File: src/rtl/sdbg_pkg.sv
package sdbg_pkg;

   typedef enum logic [1:0] {
      PH_IDLE,
      PH_ISSUE,
      PH_WAIT,
      PH_END
   } phase_e;

   typedef enum logic [2:0] {
      ST_DUMMY,
      ST_HOLD_WR,
      ST_HOLD_RD,
      ST_DERIV_RD,
      ST_VER_RD,
      ST_RELEASE_WR
   } step_e;

   localparam int HOLD_BIT = 2;
   localparam int BYTE_W   = 8;

   localparam logic [15:0] CTRL_ADDR     = 16'h0038;
   localparam logic [15:0] FW_DERIV_ADDR = 16'h0805;
   localparam logic [15:0] FW_VER_ADDR   = 16'h0804;
   localparam logic [15:0] HW_DERIV_ADDR = 16'h1542;
   localparam logic [15:0] HW_VER_ADDR   = 16'h1543;

   function automatic logic [BYTE_W-1:0] hold_code(input int unsigned rng);
      logic [BYTE_W-1:0] v;
      v           = '0;
      v[HOLD_BIT] = 1'b1;
      v[1:0]      = 2'(rng);
      return v;
   endfunction

endpackage

File: src/rtl/sdbg_retry.sv
module sdbg_retry #(
   parameter int MAX_RETRY = 8,
   localparam int CNT_W = $clog2(MAX_RETRY + 1)
) (
   input  logic             clk,
   input  logic             rst_n,
   input  logic             clr,
   input  logic             inc,
   output logic             exhausted,
   output logic [CNT_W-1:0] count
);

   localparam logic [CNT_W-1:0] LIMIT = CNT_W'(MAX_RETRY);

   always_ff @(posedge clk or negedge rst_n) begin
      if (!rst_n)
         count <= '0;
      else if (clr)
         count <= '0;
      else if (inc && (count != LIMIT))
         count <= count + 1'b1;
   end

   assign exhausted = (count == LIMIT);

   p_retry_bound_r5: assert property (@(posedge clk) disable iff (!rst_n)
      count <= LIMIT);

   p_no_inc_past_limit_r5: assert property (@(posedge clk) disable iff (!rst_n)
      inc |-> !exhausted);

endmodule

File: src/rtl/sdbg_fsm.sv
module sdbg_fsm
   import sdbg_pkg::*;
(
   input  logic   clk,
   input  logic   rst_n,
   input  logic   start,
   input  logic   eng_done,
   input  logic   eng_abort,
   input  logic   hold_match,
   input  logic   exhausted,
   output phase_e phase,
   output step_e  step,
   output logic   retry_clr,
   output logic   retry_inc,
   output logic   cap_deriv,
   output logic   cap_ver,
   output logic   done,
   output logic   error
);

   phase_e phase_n;
   step_e  step_n;
   logic   done_n, error_n;

   always_comb begin
      phase_n   = phase;
      step_n    = step;
      done_n    = done;
      error_n   = error;
      retry_clr = 1'b0;
      retry_inc = 1'b0;
      cap_deriv = 1'b0;
      cap_ver   = 1'b0;
      unique case (phase)
         PH_IDLE, PH_END: begin
            if (start) begin
               phase_n   = PH_ISSUE;
               step_n    = ST_DUMMY;
               done_n    = 1'b0;
               error_n   = 1'b0;
               retry_clr = 1'b1;
            end
         end
         PH_ISSUE: phase_n = PH_WAIT;
         PH_WAIT: begin
            if (eng_abort) begin
               phase_n = PH_END;
               done_n  = 1'b1;
               error_n = 1'b1;
            end else if (eng_done) begin
               phase_n = PH_ISSUE;
               unique case (step)
                  ST_DUMMY:   step_n = ST_HOLD_WR;
                  ST_HOLD_WR: step_n = ST_HOLD_RD;
                  ST_HOLD_RD: begin
                     if (hold_match) begin
                        step_n = ST_DERIV_RD;
                     end else if (exhausted) begin
                        phase_n = PH_END;
                        done_n  = 1'b1;
                        error_n = 1'b1;
                     end else begin
                        retry_inc = 1'b1;
                        step_n    = ST_DUMMY;
                     end
                  end
                  ST_DERIV_RD: begin
                     cap_deriv = 1'b1;
                     step_n    = ST_VER_RD;
                  end
                  ST_VER_RD: begin
                     cap_ver = 1'b1;
                     step_n  = ST_RELEASE_WR;
                  end
                  ST_RELEASE_WR: begin
                     phase_n = PH_END;
                     done_n  = 1'b1;
                  end
                  default: phase_n = PH_END;
               endcase
            end
         end
         default: phase_n = PH_IDLE;
      endcase
   end

   always_ff @(posedge clk or negedge rst_n) begin
      if (!rst_n) begin
         phase <= PH_IDLE;
         step  <= ST_DUMMY;
         done  <= 1'b0;
         error <= 1'b0;
      end else begin
         phase <= phase_n;
         step  <= step_n;
         done  <= done_n;
         error <= error_n;
      end
   end

   p_error_has_done_r7: assert property (@(posedge clk) disable iff (!rst_n)
      error |-> done);

   p_wait_holds_r3: assert property (@(posedge clk) disable iff (!rst_n)
      (phase == PH_WAIT && !eng_done && !eng_abort) |=> (phase == PH_WAIT));

   p_release_follows_ver_r2: assert property (@(posedge clk) disable iff (!rst_n)
      (phase == PH_ISSUE && step == ST_RELEASE_WR) |-> ($past(step) == ST_VER_RD));

   p_abort_ends_r7: assert property (@(posedge clk) disable iff (!rst_n)
      (phase == PH_WAIT && eng_abort) |=> (phase == PH_END && error));

endmodule

File: src/rtl/sdbg_req_map.sv
module sdbg_req_map
   import sdbg_pkg::*;
#(
   parameter int ADDR_W    = 13,
   parameter int RANGE_SEL = 0
) (
   input  phase_e             phase,
   input  step_e              step,
   output logic               req_valid,
   output logic               req_write,
   output logic               req_dummy,
   output logic [ADDR_W-1:0]  req_addr,
   output logic [BYTE_W-1:0]  req_wdata
);

   localparam logic [BYTE_W-1:0] HOLD_VAL = hold_code(RANGE_SEL);

   logic [15:0] deriv_a, ver_a, addr16;

   generate
      if (RANGE_SEL == 3) begin : g_hw_win
         assign deriv_a = HW_DERIV_ADDR;
         assign ver_a   = HW_VER_ADDR;
      end else begin : g_fw_win
         assign deriv_a = FW_DERIV_ADDR;
         assign ver_a   = FW_VER_ADDR;
      end
   endgenerate

   always_comb begin
      req_valid = 1'b0;
      req_write = 1'b0;
      req_dummy = 1'b0;
      addr16    = '0;
      req_wdata = '0;
      if (phase == PH_ISSUE) begin
         req_valid = 1'b1;
         unique case (step)
            ST_DUMMY:   req_dummy = 1'b1;
            ST_HOLD_WR: begin
               req_write = 1'b1;
               addr16    = CTRL_ADDR;
               req_wdata = HOLD_VAL;
            end
            ST_HOLD_RD:    addr16 = CTRL_ADDR;
            ST_DERIV_RD:   addr16 = deriv_a;
            ST_VER_RD:     addr16 = ver_a;
            ST_RELEASE_WR: begin
               req_write = 1'b1;
               addr16    = CTRL_ADDR;
            end
            default: req_valid = 1'b0;
         endcase
      end
   end

   assign req_addr = addr16[ADDR_W-1:0];

endmodule

File: src/rtl/sdbg_capture.sv
module sdbg_capture
   import sdbg_pkg::*;
(
   input  logic              clk,
   input  logic              rst_n,
   input  logic              cap_deriv,
   input  logic              cap_ver,
   input  logic [BYTE_W-1:0] rdata,
   output logic [BYTE_W-1:0] id_deriv,
   output logic [BYTE_W-1:0] id_ver
);

   localparam int LANES = 2;

   logic [LANES-1:0] cap;
   assign cap = {cap_ver, cap_deriv};

   for (genvar i = 0; i < LANES; i++) begin : g_lane
      logic [BYTE_W-1:0] lane_q;
      always_ff @(posedge clk or negedge rst_n) begin
         if (!rst_n)
            lane_q <= '0;
         else if (cap[i])
            lane_q <= rdata;
      end
   end

   assign id_deriv = g_lane[0].lane_q;
   assign id_ver   = g_lane[1].lane_q;

   p_one_capture_r6: assert property (@(posedge clk) disable iff (!rst_n)
      $onehot0(cap));

endmodule

File: src/rtl/sdbg_seq.sv
module sdbg_seq
   import sdbg_pkg::*;
#(
   parameter int ADDR_W    = 13,
   parameter int RANGE_SEL = 0,
   parameter int MAX_RETRY = 8
) (
   input  logic              clk,
   input  logic              rst_n,
   input  logic              start,
   output logic              req_valid,
   output logic              req_write,
   output logic              req_dummy,
   output logic [ADDR_W-1:0] req_addr,
   output logic [7:0]        req_wdata,
   input  logic              eng_done,
   input  logic              eng_abort,
   input  logic [7:0]        eng_rdata,
   output logic [7:0]        id_deriv,
   output logic [7:0]        id_ver,
   output logic              done,
   output logic              error
);

   localparam logic [BYTE_W-1:0] HOLD_VAL = hold_code(RANGE_SEL);
   localparam int CNT_W = $clog2(MAX_RETRY + 1);

   generate
      if (!(RANGE_SEL == 0 || RANGE_SEL == 3)) begin : g_bad_range
         $error("sdbg_seq: RANGE_SEL must select window 0 or 3");
      end
      if (ADDR_W < 13 || ADDR_W > 16) begin : g_bad_addr
         $error("sdbg_seq: ADDR_W must lie in 13..16");
      end
      if (MAX_RETRY < 1) begin : g_bad_retry
         $error("sdbg_seq: MAX_RETRY must be at least 1");
      end
   endgenerate

   phase_e            phase;
   step_e             step;
   logic              retry_clr, retry_inc, exhausted;
   logic              cap_deriv, cap_ver, hold_match;
   logic [CNT_W-1:0]  retry_count;

   assign hold_match = (eng_rdata[2:0] == HOLD_VAL[2:0]);

   sdbg_fsm u_fsm (
      .clk        (clk),
      .rst_n      (rst_n),
      .start      (start),
      .eng_done   (eng_done),
      .eng_abort  (eng_abort),
      .hold_match (hold_match),
      .exhausted  (exhausted),
      .phase      (phase),
      .step       (step),
      .retry_clr  (retry_clr),
      .retry_inc  (retry_inc),
      .cap_deriv  (cap_deriv),
      .cap_ver    (cap_ver),
      .done       (done),
      .error      (error)
   );

   sdbg_retry #(.MAX_RETRY(MAX_RETRY)) u_retry (
      .clk       (clk),
      .rst_n     (rst_n),
      .clr       (retry_clr),
      .inc       (retry_inc),
      .exhausted (exhausted),
      .count     (retry_count)
   );

   sdbg_req_map #(.ADDR_W(ADDR_W), .RANGE_SEL(RANGE_SEL)) u_map (
      .phase     (phase),
      .step      (step),
      .req_valid (req_valid),
      .req_write (req_write),
      .req_dummy (req_dummy),
      .req_addr  (req_addr),
      .req_wdata (req_wdata)
   );

   sdbg_capture u_cap (
      .clk       (clk),
      .rst_n     (rst_n),
      .cap_deriv (cap_deriv),
      .cap_ver   (cap_ver),
      .rdata     (eng_rdata),
      .id_deriv  (id_deriv),
      .id_ver    (id_ver)
   );

   p_req_pulse_r3: assert property (@(posedge clk) disable iff (!rst_n)
      req_valid |=> !req_valid);

   p_fields_quiet_r2: assert property (@(posedge clk) disable iff (!rst_n)
      !req_valid |-> (req_addr == '0 && req_wdata == '0 && !req_write && !req_dummy));

   p_no_req_when_done_r7: assert property (@(posedge clk) disable iff (!rst_n)
      done |-> !req_valid);

   p_bytes_hold_r8: assert property (@(posedge clk) disable iff (!rst_n)
      done |=> ($stable(id_deriv) && $stable(id_ver)));

   p_start_clears_r8: assert property (@(posedge clk) disable iff (!rst_n)
      (done && start) |=> (!done && !error));

   p_retry_count_r5: assert property (@(posedge clk) disable iff (!rst_n)
      (error && !eng_abort && $past(eng_done)) |-> (retry_count == CNT_W'(MAX_RETRY)) || $past(eng_abort));

endmodule

File: config.mk
export PLATFORM = sky130hd
export DESIGN_NAME = sdbg_seq
export DESIGN_NICKNAME = d
export VERILOG_FILES = /design/src/rtl/sdbg_pkg.sv /design/src/rtl/sdbg_retry.sv /design/src/rtl/sdbg_fsm.sv /design/src/rtl/sdbg_req_map.sv /design/src/rtl/sdbg_capture.sv /design/src/rtl/sdbg_seq.sv
export SDC_FILE = /design/constraint.sdc
export NUM_CORES = 1
export LEC_CHECK = 0
export ABC_CLOCK_PERIOD_IN_PS = 2600
export BUFFER_PORTS_ARGS = -buffer_cell sky130_fd_sc_hd__buf_2
export CORE_MARGIN = 2
export CORE_UTILIZATION = 50
export CTS_CLUSTER_DIAMETER = 100
export CTS_CLUSTER_SIZE = 12
export DETAILED_ROUTE_END_ITERATION = 10
export HOLD_SLACK_MARGIN = 0.1
export PLACE_DENSITY = 0.81
export SETUP_SLACK_MARGIN = 0.15
export SLEW_MARGIN = 20
export SYNTH_ARGS = -nofsm -noshare
export SYNTH_HDL_FRONTEND = slang
export SYNTH_HIERARCHICAL = 1
export SYNTH_SLANG_ARGS = --single-unit
File: constraint.sdc
create_clock -name clk -period 2.6 [get_ports clk]
set_clock_uncertainty 0.15 [all_clocks]
set_input_delay 0.39 -clock clk [delete_from_list [all_inputs] [get_ports clk]]
set_output_delay 0.39 -clock clk [all_outputs]
set_load 0.05 [all_outputs]
# Yosys cells after proc, flatten, opt, wreduce, memory -nomap -nowiden
# Cells that the tools add are included.
# word_totals
out_inout_bits	42
reg_bits	27
mem_count	0
ram_bits	0
mem_bits_ro	0
wordCells	98
latchBits	0
# classes
n_eq_ne	23
shifts	0
order_cmp	0
n_bitwise	0
n_div	0
multipliers	0
add_sub_neg	1
reduce_logical	14
n_mux	53
# op_table
op	count
$pmux W12 S3	1
$mux W1	30
$mux W3	6
$reduce_and A6 Y1	3
$ne A4 B4 Y1 const B	4
$pmux W3 S5	1
$mux W13	1
$mux W2	5
$eq A3 B3 Y1 const B	3
$ne A3 B3 Y1 const B	3
$mux W4	2
$mux W8	1
$eq A3 B2 Y1 const B	2
$ne A2 B2 Y1 const B	3
$ne A6 B5 Y1 const B	1
$pmux W1 S2	3
$pmux W2 S3	1
$pmux W3 S2	1
$reduce_or A6 Y1	1
$add A4 B1 Y4 const B	1
$eq A2 B2 Y1 const B	2
$eq A4 B4 Y1 const B	1
$ne A4 B3 Y1 const B	1
$pmux W2 S2	1
other kinds (11)	13

# Logic depth before layout (Yosys ltp)
# Gate-level depths: netlist (run 1).
# depth
depth_word	10
ltp_mapped	8
mapped_depth_nobuf	8

# By module
# Netlist (run 1), hierarchy kept.
# by_module_without_submodules
module	n_inst	seq_area_each_um2	area_per_inst_um2	cells_per_inst
sdbg_capture	1	400.4	663.1	34
sdbg_fsm	1	175.2	546.8	57
sdbg_retry	1	100.1	232.7	24
sdbg_req_map	1	0.0	211.5	31
sdbg_seq	1	0.0	12.5	1

# Worst setup path after synthesis (run 1)
# OpenSTA, ideal clock, no wires.
# synth_path
path_kind	register to output
startpoint	register u_fsm.phase[1]
endpoint	output req_dummy
path_buffers	0
stages_incl_launch_ff	3
required_ns	2.060
arrival_time_ns	2.084
setup_slack_ns	-0.024
cell_sequence	dfrtp_1 nand2b_1 nor4_1
# synth_via
elab_chain_len	2
# synth_lines
item	line	text
from (decl)	sdbg_fsm.sv:11	output phase_e phase,
from (signal assigned)	sdbg_fsm.sv:94	phase <= phase_n;
$eq A2 B1 Y1	sdbg_req_map.sv:36	if (phase == PH_ISSUE) begin
$mux W1	sdbg_req_map.sv:36	
to (decl)	sdbg_seq.sv:13	output logic req_dummy,
# Every way passes these cells.

# Final worst setup path (run 1)
# layout_path
startpoint	register u_fsm.step[0]
endpoint	output req_addr[3]
# layout_via
elab_chain_len	4
# layout_lines
item	line	text
from (decl)	sdbg_fsm.sv:12	output step_e step,
from (signal assigned)	sdbg_fsm.sv:95	step <= step_n;
$eq A3 B1 Y1 (tied with other cells)	sdbg_req_map.sv:38	unique case (step)
$reduce_or A3 Y1 (no line)	--	
$pmux W12 S3 (*)	sdbg_req_map.sv:38	
$mux W13 (*)	sdbg_req_map.sv:36	
to (decl)	sdbg_seq.sv:14	output logic [ADDR_W-1:0] req_addr,
# Mark *: on every way between the ends. The rest lies on a longest branch, timed or not.

==> results of run 1 <==
Yosys cell counts, drive strengths merged (2+ instances only):
master  instances  area share (%)
mux2           17              15
nand3b          2            0.90
a21oi           5             1.7
nor4            2            0.75
nor3            3            0.90
nor2            9             2.0
mux2i           2             1.2
nor3b           2             1.5
nor4b           2             1.1
nand2           6             1.4
nand2b          8             3.0
nor2b           4             1.7
inv             6             1.4
o21ai           2            0.60
dfrtp          27              41
o31ai           3             1.4
ha              4             3.0
or3b            4             2.1
buf            22              10
how the worst max path moves through the flow:
stage / start / depth (start not counted) / end / slack (ns)
after detailed placement: u_fsm/step[2] / 4 / u_retry/count[0] / 0.43
after global placement: u_fsm/phase[0] / 7 / u_retry/count[2] / 0.52
after CTS: u_fsm/step[2] / 3 / req_addr[11] / 0.25
after global routing: u_fsm/step[0] / 4 / req_addr[4] / 0.19
final: u_fsm/step[0] / 4 / req_addr[3] / 0.31
after floorplan: u_fsm/step[1] / 2 / req_wdata[2] / 0.30
cell usage in the layout (no fill, tap or decap), types with 3 or more instances in the layout:
master	synthesis	routed
nor2_1	9	9
nor2b_1	3	3
o31ai_1	3	3
mux2_4	17	17
ha_1	4	4
nand2_1	6	6
a21oi_1	4	3
conb_1	1	14
or3b_1	4	4
nand2b_1	8	8
clkbuf_4	0	3
inv_1	6	6
nor3_1	3	3
dfrtp_1	27	26
buf_4	17	5
buf_2	2	40
routing by layer:
| layer | up-vias | GRT usage [%] | wire length [um] |
|---|---|---|---|
| met5 | - | 0 | 0 |
| met4 | 0 | 4.86 | 24 |
| met3 | 4 | 3.11 | 145 |
| met2 | 35 | 29.8 | 1690 |
| met1 | 609 | 21.6 | 1310 |
| li1 | 572 | - | - |
repair_timing:
action                                  in CTS  in global routing
endpoints found under the setup margin       0                  2
gates resized for setup                      0                  1
hold buffers                                 1                  0
hold endpoints to repair                    27                  0
logic make-up (layout without fill, tap and decap cells):
logic type	Yosys count	in the layout	synth area share, %
compound gates	22	22	10.9
xor+xnor	1	1	0.526
fa+ha+maj	4	4	3.00
buf+inv	28	56	11.6
flops	27	27	40.5
mux	19	19	16.5
other cells	1	14	0.225
simple gates	45	45	16.7
registers in the layout, indices dropped and copies added (netlist names):
name	cells
u_cap/id_ver	8
u_fsm/done	1
u_cap/id_deriv	8
u_fsm/step	3
u_fsm/error	1
u_fsm/phase	2
u_retry/count	4
through the flow:
stage | total power, mW | hold slack, ns | util, %
final | 1.30 | 0.139 | 60.8
after global routing | 1.38 | 0.115 | 60.8
after CTS | 1.31 | 0.136 | 60.8
after detailed placement | 1.11 | 0.289 | 59.5
after global placement | 1.09 | 0.267 | 59.5
after floorplan | 1.01 | -0.0556 | -
power breakdown:
| part | internal, mW | switching, mW | leakage (nW) |
|---|---|---|---|
| sequential | 0.455 | 0.0212 | 0.370 |
| clock | 0.0590 | 0.133 | 0.0139 |
| combinational | 0.180 | 0.454 | 0.583 |
layout make-up:
| cell class | instances | area, um2 | area share (%) |
|---|---|---|---|
| timing repair buffer | 46 | 248 | 13.1 |
| clock buffer | 3 | 22.5 | 1.19 |
| inverter | 6 | 22.5 | 1.19 |
| sequential | 27 | 677 | 35.9 |
| tap | 44 | 55.1 | 2.92 |
| clock inverter | 1 | 7.51 | 0.398 |
| multi-input combinational | 105 | 856 | 45.3 |
==> impl_metrics.tcl, run 1 <==
set metrics [dict create \
    ys_types 40 \
    setup_viol 0 \
    cp_slowest_cell "dfrtp_1" \
    period_share_pct 88.2 \
    ios 55 \
    hold_violations 0 \
    cp-start-kind "flop" \
    rsz0062_at_grt "false" \
    slew_headroom_pct 59.2 \
    dp_cells 227 \
    root_buffer "clkbuf_4" \
    dpl_cell_area_um2 1850 \
    worst_pin_slew_ns 0.612 \
    grt_antenna_before_repair 0 \
    powerDensity_nw_per_um2 690 \
    grt_pass1_vias 1070 \
    fin_crit_ns 2.29 \
    cp_max_fo 14 \
    via_per_inst 5.26 \
    dieHeight_um 61.7 \
    diodes 0 \
    cp_num_buf_inv 2 \
    path_clk_slew_ns 0.15 \
    firstDrtPassIters 4 \
    finalInstanceArea_um2 1890 \
    hold_path_depth 2 \
    ant_nets 0 \
    hold_end "u_cap/id_deriv[4]" \
    synth_ff_type "dfrtp_1" \
    drt_wl_total_um 3180 \
    groute.usage.overall_pct 17.0 \
    r2r_setup_slack_ns 0.39 \
    tns_ns 0 \
    post_drt_wl_per_cell_um 13.7 \
    worstPathArrival_ns 1.75 \
    dp_slack_ns 0.429 \
    crit_path_end_kind "primary output" \
    avgSynthCellArea_um2 11.3 \
    cpLargestDelayFamily "buffers and inverters" \
    insertion_delay_ns 0.33 \
    htreeDepth 1 \
    crit_type "reg2out" \
    cts_tree "built" \
    drive_gt1_share_pct 40.4 \
    ir_worst_vdd_mv 0.249 \
    num_rows 20 \
    grt-ovfl-total 0 \
    yosysSeqAreaShare_pct 40.5 \
    critPathRequiredTime_ns 2.06 \
    vias 1220 \
    synthToLayoutAreaGrowth_pct 13.3 \
    cts_inserted_buffers 3 \
    clk_path_buf_depth 2 \
    ff2ff_path_depth 7 \
    drt_iter0_markers 27 \
    p_leak_nw 0.967 \
    start_util_pct 53.7 \
    grt_first_pass_wirelength_um 4820 \
    dieWidth_um 61.7 \
    ys_warn_count 6 \
    grt_max_degree 28 \
    r2r_start "u_fsm/phase[0]" \
    hold_path_class "in2reg" \
    core_region_area_um2 3100 \
    slew_violations 0 \
    cts_setup_buffers 0 \
    status "finished, final reports clean" \
    die_area_um2 3810 \
    final_nets 206 \
    drcViolationCount 0 \
    path_cells "buf_4 > or3b_1 > a21oi_2 > buf_2" \
    ys_seq_elements 27 \
    rr_endpoint "u_retry/count[2]" \
    critPathMaxStageDelay_ns 0.41 \
    syn_area_um2 1670 \
    setup_ws_ns 0.306 \
    synth_cells 147 \
    synth_edf_count 0 \
    num-fill-cells 276 \
    dpl.hpwl_um 2410 \
    place_congestion 0.889 \
    io_buffer_count 40 \
    max_freq_ghz 0.436 \
    worstHoldStart "eng_rdata[4]" \
    cap_violations 0 \
    fin_cells 232 \
    cts.sinks 27 \
    async_reset_ff_share_pct 100 \
]
(Power assumes the default switching activity.)
==> run 2: changes to the inputs <==
Settings changed: ABC_CLOCK_PERIOD_IN_PS 2600 to 2000, CORE_UTILIZATION 50 to 45, CTS_CLUSTER_SIZE 12 to not set, PLACE_DENSITY 0.81 to 0.77.
Clock period 2.6 ns to 2 ns, I/O delays scaled along.
==> run 2 against run 1 <==
Compared with the run above: clock power rose by 72%; sequential share of layout area fell by 6.7 points; final cell count rose by 13%; die area rose by 10%; clock-buffer cell count did not move; sequential power rose by 33%; first-iteration DRC count rose to 4.0 times the previous value; sequential cell count did not move; design area rose by 23%; setup slack got worse by 0.30 ns; utilization rose by 3.8 points; power rose by 65%; critical endpoint is now u_retry/count[2].
==> impl_metrics.tcl, run 2 (synthesis results as in run 1) <==
set metrics [dict create \
    critPathRequiredTime_ns 2.05 \
    post_drt_wl_per_cell_um 16.6 \
    groute.usage.overall_pct 18.4 \
    diodes 0 \
    core_region_area_um2 3610 \
    cts.sinks 27 \
    dieWidth_um 64.9 \
    drive_gt1_share_pct 55.9 \
    worst_pin_slew_ns 0.598 \
    die_area_um2 4210 \
    path_clk_slew_ns 0.10 \
    drt_iter0_markers 108 \
    num_rows 22 \
    drt_wl_total_um 4320 \
    r2r_setup_slack_ns 0.01 \
    grt_first_pass_wirelength_um 5870 \
    p_total_mw 2.14 \
    slew_headroom_pct 60.2 \
    dpl.hpwl_um 2430 \
    ff2ff_path_depth 6 \
    period_share_pct 99.5 \
    r2r_start "u_fsm/step[0]" \
    setup_ws_ns 0.0109 \
    slew_violations 0 \
    grt-ovfl-total 0 \
    ios 55 \
    hold_end "u_cap/id_ver[7]" \
    fin_crit_ns 1.99 \
    worstPathArrival_ns 2.04 \
    dieHeight_um 64.9 \
    grt_pass1_vias 1226 \
    layout_common_cells "buf_2 (30), dfrtp_1 (25), buf_4 (24), mux2_4 (17), conb_1 (14)" \
    powerDensity_nw_per_um2 920 \
    grt_max_degree 28 \
    synthToLayoutAreaGrowth_pct 39.8 \
    rsz0062_at_grt "true" \
    crit_type "reg2reg" \
    worstHoldStart "eng_rdata[7]" \
    place_congestion 0.824 \
    final_core_util_pct 64.6 \
    cts_inserted_buffers 3 \
    dpl_cell_area_um2 1910 \
    status "finished, final reports clean" \
    start_util_pct 46.2 \
    cts_tree "built" \
    setup_viol 0 \
    crit_path_end_kind "flop" \
    ir_worst_vdd_mv 0.542 \
    finalInstanceArea_um2 2330 \
    drcViolationCount 0 \
    insertion_delay_ns 0.28 \
    ant_nets 0 \
    final_nets 231 \
    tns_ns 0 \
    hold_violations 0 \
    io_buffer_count 40 \
    cp_max_fo 4 \
    max_freq_ghz 0.503 \
    cap_violations 0 \
    cp-start-kind "flop" \
    firstDrtPassIters 4 \
    rr_endpoint "u_retry/count[2]" \
    htreeDepth 1 \
    hold_path_depth 2 \
    final_common_cell "buf_2" \
    dp_slack_ns -0.00883 \
    vias 1388 \
    hold_path_class "in2reg" \
    clk_path_buf_depth 2 \
    p_leak_nw 1.12 \
    root_buffer "clkbuf_8" \
    via_per_inst 5.32 \
    grt_antenna_before_repair 0 \
]
[run 2: cell count changes in the layout (fill, tap and decap cells not counted), moves of 3 or more]
cell,before,now
clkbuf_8,0,3
dlygate4sd3_1,1,4
buf_6,0,13
ha_1,4,1
nand2b_1,8,5
buf_2,40,30
buf_4,5,24
nand2b_4,0,3
clkbuf_4,3,0
nor2b_1,3,0
[run 2: what timing repair did]
action | in CTS | in global routing
pin swaps | 9 | 7
setup buffers | 14 | 4
hold endpoints to repair | 27 | 4
setup endpoints to repair | 26 | 35
gates resized for setup | 26 | 27
hold buffers | 1 | 3
[run 2: power by group]
group	switching [mW]	internal, mW
Clock	0.187	0.142
Combinational	0.720	0.462
Sequential	0.0401	0.592
Total	0.948	1.20
[run 2: cell type report]
type,count,area [um2]
clock buffer,3,41.3
clock inverter,1,7.51
fill,258,1280
inverter,6,22.5
multi-input combinational,105,1000
sequential,27,678
tap,48,60.1
timing repair buffer,71,517
[run 2: worst max path at each step]
stage	start	slack, ns	cells past startpoint	endpoint
2_1_floorplan	u_fsm/step[1]	-0.21	2	req_wdata[2]
6_report	u_fsm/step[0]	0.01	6	u_retry/count[2]
5_1_grt	u_fsm/step[0]	-0.07	6	u_retry/count[2]
4_1_cts	u_fsm/step[0]	0.0008	3	req_addr[3]
3_3_place_gp	u_retry/count[0]	0.09	7	u_fsm/done
3_5_place_dp	u_retry/count[0]	-0.009	8	u_retry/count[2]
[run 2: per-layer routing]
layer / routed length, um / track usage, %
met5: 0 / 0
met4: 61 / 6.65
met3: 225 / 4.86
met2: 2190 / 31.4
met1: 1840 / 22.2
[run 2: worst max-delay path, stage by stage, from the launching register on]
cell and delay, ns:
dfrtp_2 0.45, buf_6 0.13, nand4bb_4 0.20, nor4b_4 0.33, nand2_1 0.11, or3b_1 0.36
a21oi_1 0.18
[run 2: stage by stage]
stage	std cells	hold WS [ns]
2_1_floorplan	160	-0.146
3_3_place_gp	235	0.187
3_5_place_dp	235	0.181
4_1_cts	254	0.105
5_1_grt	261	0.101
6_report	261	0.115
==> run 3: changes to the inputs <==
Settings changed: CORE_UTILIZATION 45 to 44, SYNTH_HIERARCHICAL 1 to not set.
==> run 3 against run 2 <==
Compared with the run above: synthesized cell count shrank 4.8%; register-to-register slack gained 0.06 ns; routed wire length shrank 13%; sequential share of layout area grew 1.4 points; clock-buffer cell count is the same; via count shrank 9.8%; critical path type is now reg2out; critical endpoint is now req_addr[11].
==> impl_metrics.tcl, run 3 <==
set metrics [dict create \
    status "finished, final reports clean" \
    hold_path_depth 2 \
    dpl.hpwl_um 2220 \
    fin_crit_ns 1.97 \
    rr_endpoint "u_cap.id_ver[2]" \
    syn_area_um2 1530 \
    dieHeight_um 63.0 \
    root_buffer "clkbuf_4" \
    synthToLayoutAreaGrowth_pct 45.4 \
    ant_nets 0 \
    critPathMaxStageDelay_ns 0.49 \
    post_drt_wl_per_cell_um 14.9 \
    place_congestion 0.801 \
    cpLargestDelayFamily "flip-flops" \
    yosys.cell_count.top_type "dfrtp_1" \
    gr-usage-met2_pct 29.5 \
    grtUsageMet1_pct 21.5 \
    cp_num_buf_inv 2 \
    yosysTopAreaCell "dfrtp_1" \
    final_common_cell "buf_2" \
    drcViolationCount 0 \
    p_total_mw 1.91 \
    setup_viol 0 \
    vias 1252 \
    cts_tree "built" \
    cp_slowest_cell "dfrtp_2" \
    layout_common_cells "buf_2 (30), dfrtp_1 (24), buf_4 (19), conb_1 (14)" \
    ios 55 \
    cp-start-kind "flop" \
    ys_types 38 \
    ys_top_cells_by_area "dfrtp_1 (44%), buf_4 (8.8%), mux2_4 (7.8%)" \
    grt_first_pass_wirelength_um 5450 \
    worstHoldStart "eng_rdata[0]" \
    firstDrtPassIters 4 \
    grt_max_degree 28 \
    cap_violations 0 \
    clk_path_buf_depth 2 \
    slew_headroom_pct 60.7 \
    dp_cells 226 \
    top_usage_layer "met2" \
    synth_edf_count 0 \
    yosysSeqAreaShare_pct 44.0 \
    max_freq_ghz 0.507 \
    drive_gt1_share_pct 54.6 \
    final_core_util_pct 66.8 \
    ys_seq_elements 27 \
    core_region_area_um2 3340 \
    insertion_delay_ns 0.32 \
    num_rows 21 \
    drt_iter0_markers 51 \
    ys_warn_count 0 \
    critPathRequiredTime_ns 1.55 \
    dieWidth_um 63.0 \
    hold_path_class "in2reg" \
    start_util_pct 46.0 \
    grt_pass1_vias 1200 \
    ff2ff_path_depth 5 \
    cts_inserted_buffers 3 \
    diodes 0 \
    slew_violations 0 \
    drt_wl_total_um 3770 \
    synth_top_area_share_pct 44.0 \
    powerDensity_nw_per_um2 855 \
    cts.sinks 27 \
    die_area_um2 3970 \
    htreeDepth 1 \
    synth_ff_type "dfrtp_1" \
    via_per_inst 4.95 \
    crit_type "reg2out" \
    worst_pin_slew_ns 0.589 \
    fin_cells 253 \
    r2r_start "u_fsm.phase[1]" \
    async_reset_ff_share_pct 100 \
    synth_common_cells "dfrtp_1 (27), buf_4 (18), mux2_2 (9), nor2_1 (9), mux2_4 (8)" \
    hold_violations 0 \
    cp_max_fo 6 \
    dp_slack_ns 0.0288 \
    path_clk_slew_ns 0.15 \
    crit_path_end_kind "primary output" \
    crit_top_cell "buf_6" \
    setup_ws_ns 0.0288 \
    path_cells "buf_6 > nor2_4 > nand2_2 > a21boi_4 > buf_6" \
    final_nets 226 \
    worstPathArrival_ns 1.52 \
    synth_cells 140 \
    period_share_pct 98.6 \
    p_leak_nw 1.13 \
    grt_util_met3_pct 1.80 \
    grt_antenna_before_repair 0 \
    io_buffer_count 40 \
    r2r_setup_slack_ns 0.07 \
    rsz0062_at_grt "true" \
    ir_worst_vdd_mv 0.322 \
    finalInstanceArea_um2 2230 \
    avgSynthCellArea_um2 11.0 \
    hold_end "u_cap.id_ver[0]" \
    groute.usage.overall_pct 17.3 \
    dpl_cell_area_um2 1770 \
    grt-ovfl-total 0 \
]
run 3: cell types whose count changed after synthesis, moves of 4 or more:
cell,before,now
mux2_4,17,8
nand2b_1,8,2
or3_1,0,4
mux2_2,0,9
run 3: layout make-up:
cell class / count / area (um2)
clock buffer: 3 / 22.5
clock inverter: 1 / 7.51
multi-input combinational: 98 / 890
timing repair buffer: 72 / 551
tap: 46 / 57.6
inverter: 6 / 22.5
sequential: 27 / 679
fill: 249 / 1110
run 3: per-layer routing:
metal  wire (um)  vias up
met2        2030       41
met1        1490      603
met4         136        0
met5           0        -
met3         109       12
li1            -      596
run 3: what timing repair did:
item / CTS / global route
endpoints found under the setup margin: 28 / 33
gates resized for setup: 31 / 28
pin swaps: 4 / 7
hold buffers: 10 / 0
hold endpoints to repair: 41 / 0
setup buffers: 7 / 6
run 3: how the worst max path moves through the flow:
stage	cells past startpoint	from	to	slack, ns
2_1_floorplan	5	u_fsm.phase[1]	req_dummy	-0.04
3_3_place_gp	5	u_fsm.phase[0]	u_cap.id_deriv[4]	0.07
3_5_place_dp	5	u_fsm.phase[0]	u_cap.id_deriv[5]	0.03
4_1_cts	5	u_fsm.step[0]	req_addr[2]	0.06
5_1_grt	5	u_fsm.step[1]	req_addr[11]	-0.06
6_report	5	u_fsm.step[1]	req_addr[11]	0.03
run 3: kinds of logic after synthesis:
| family | synth area share, % |
|---|---|
| AO/OA/AOI/OAI | 8.16 |
| XOR/XNOR | 0.571 |
| adder cells (fa/ha/maj) | 4.08 |
| buffers and inverters | 11.8 |
| flip-flops | 44.0 |
| multiplexers | 15.1 |
| other | 0.244 |
| AND/OR/NAND/NOR | 16.0 |
run 3: per-stage QoR:
stage	hold WS, ns	setup TNS (ns)
after global placement	0.188	0
final	0.123	0
after CTS	0.101	0
after detailed placement	0.187	0
after floorplan	-0.146	-0.104
after global routing	0.114	-0.121
run 3: report_power, final:
part / switching (mW) / leakage [nW] / internal (mW) / total [mW]
sequential: 0.0270 / 0.366 / 0.587 / 0.614
clock: 0.167 / 0.0139 / 0.0763 / 0.244
combinational: 0.613 / 0.748 / 0.436 / 1.05
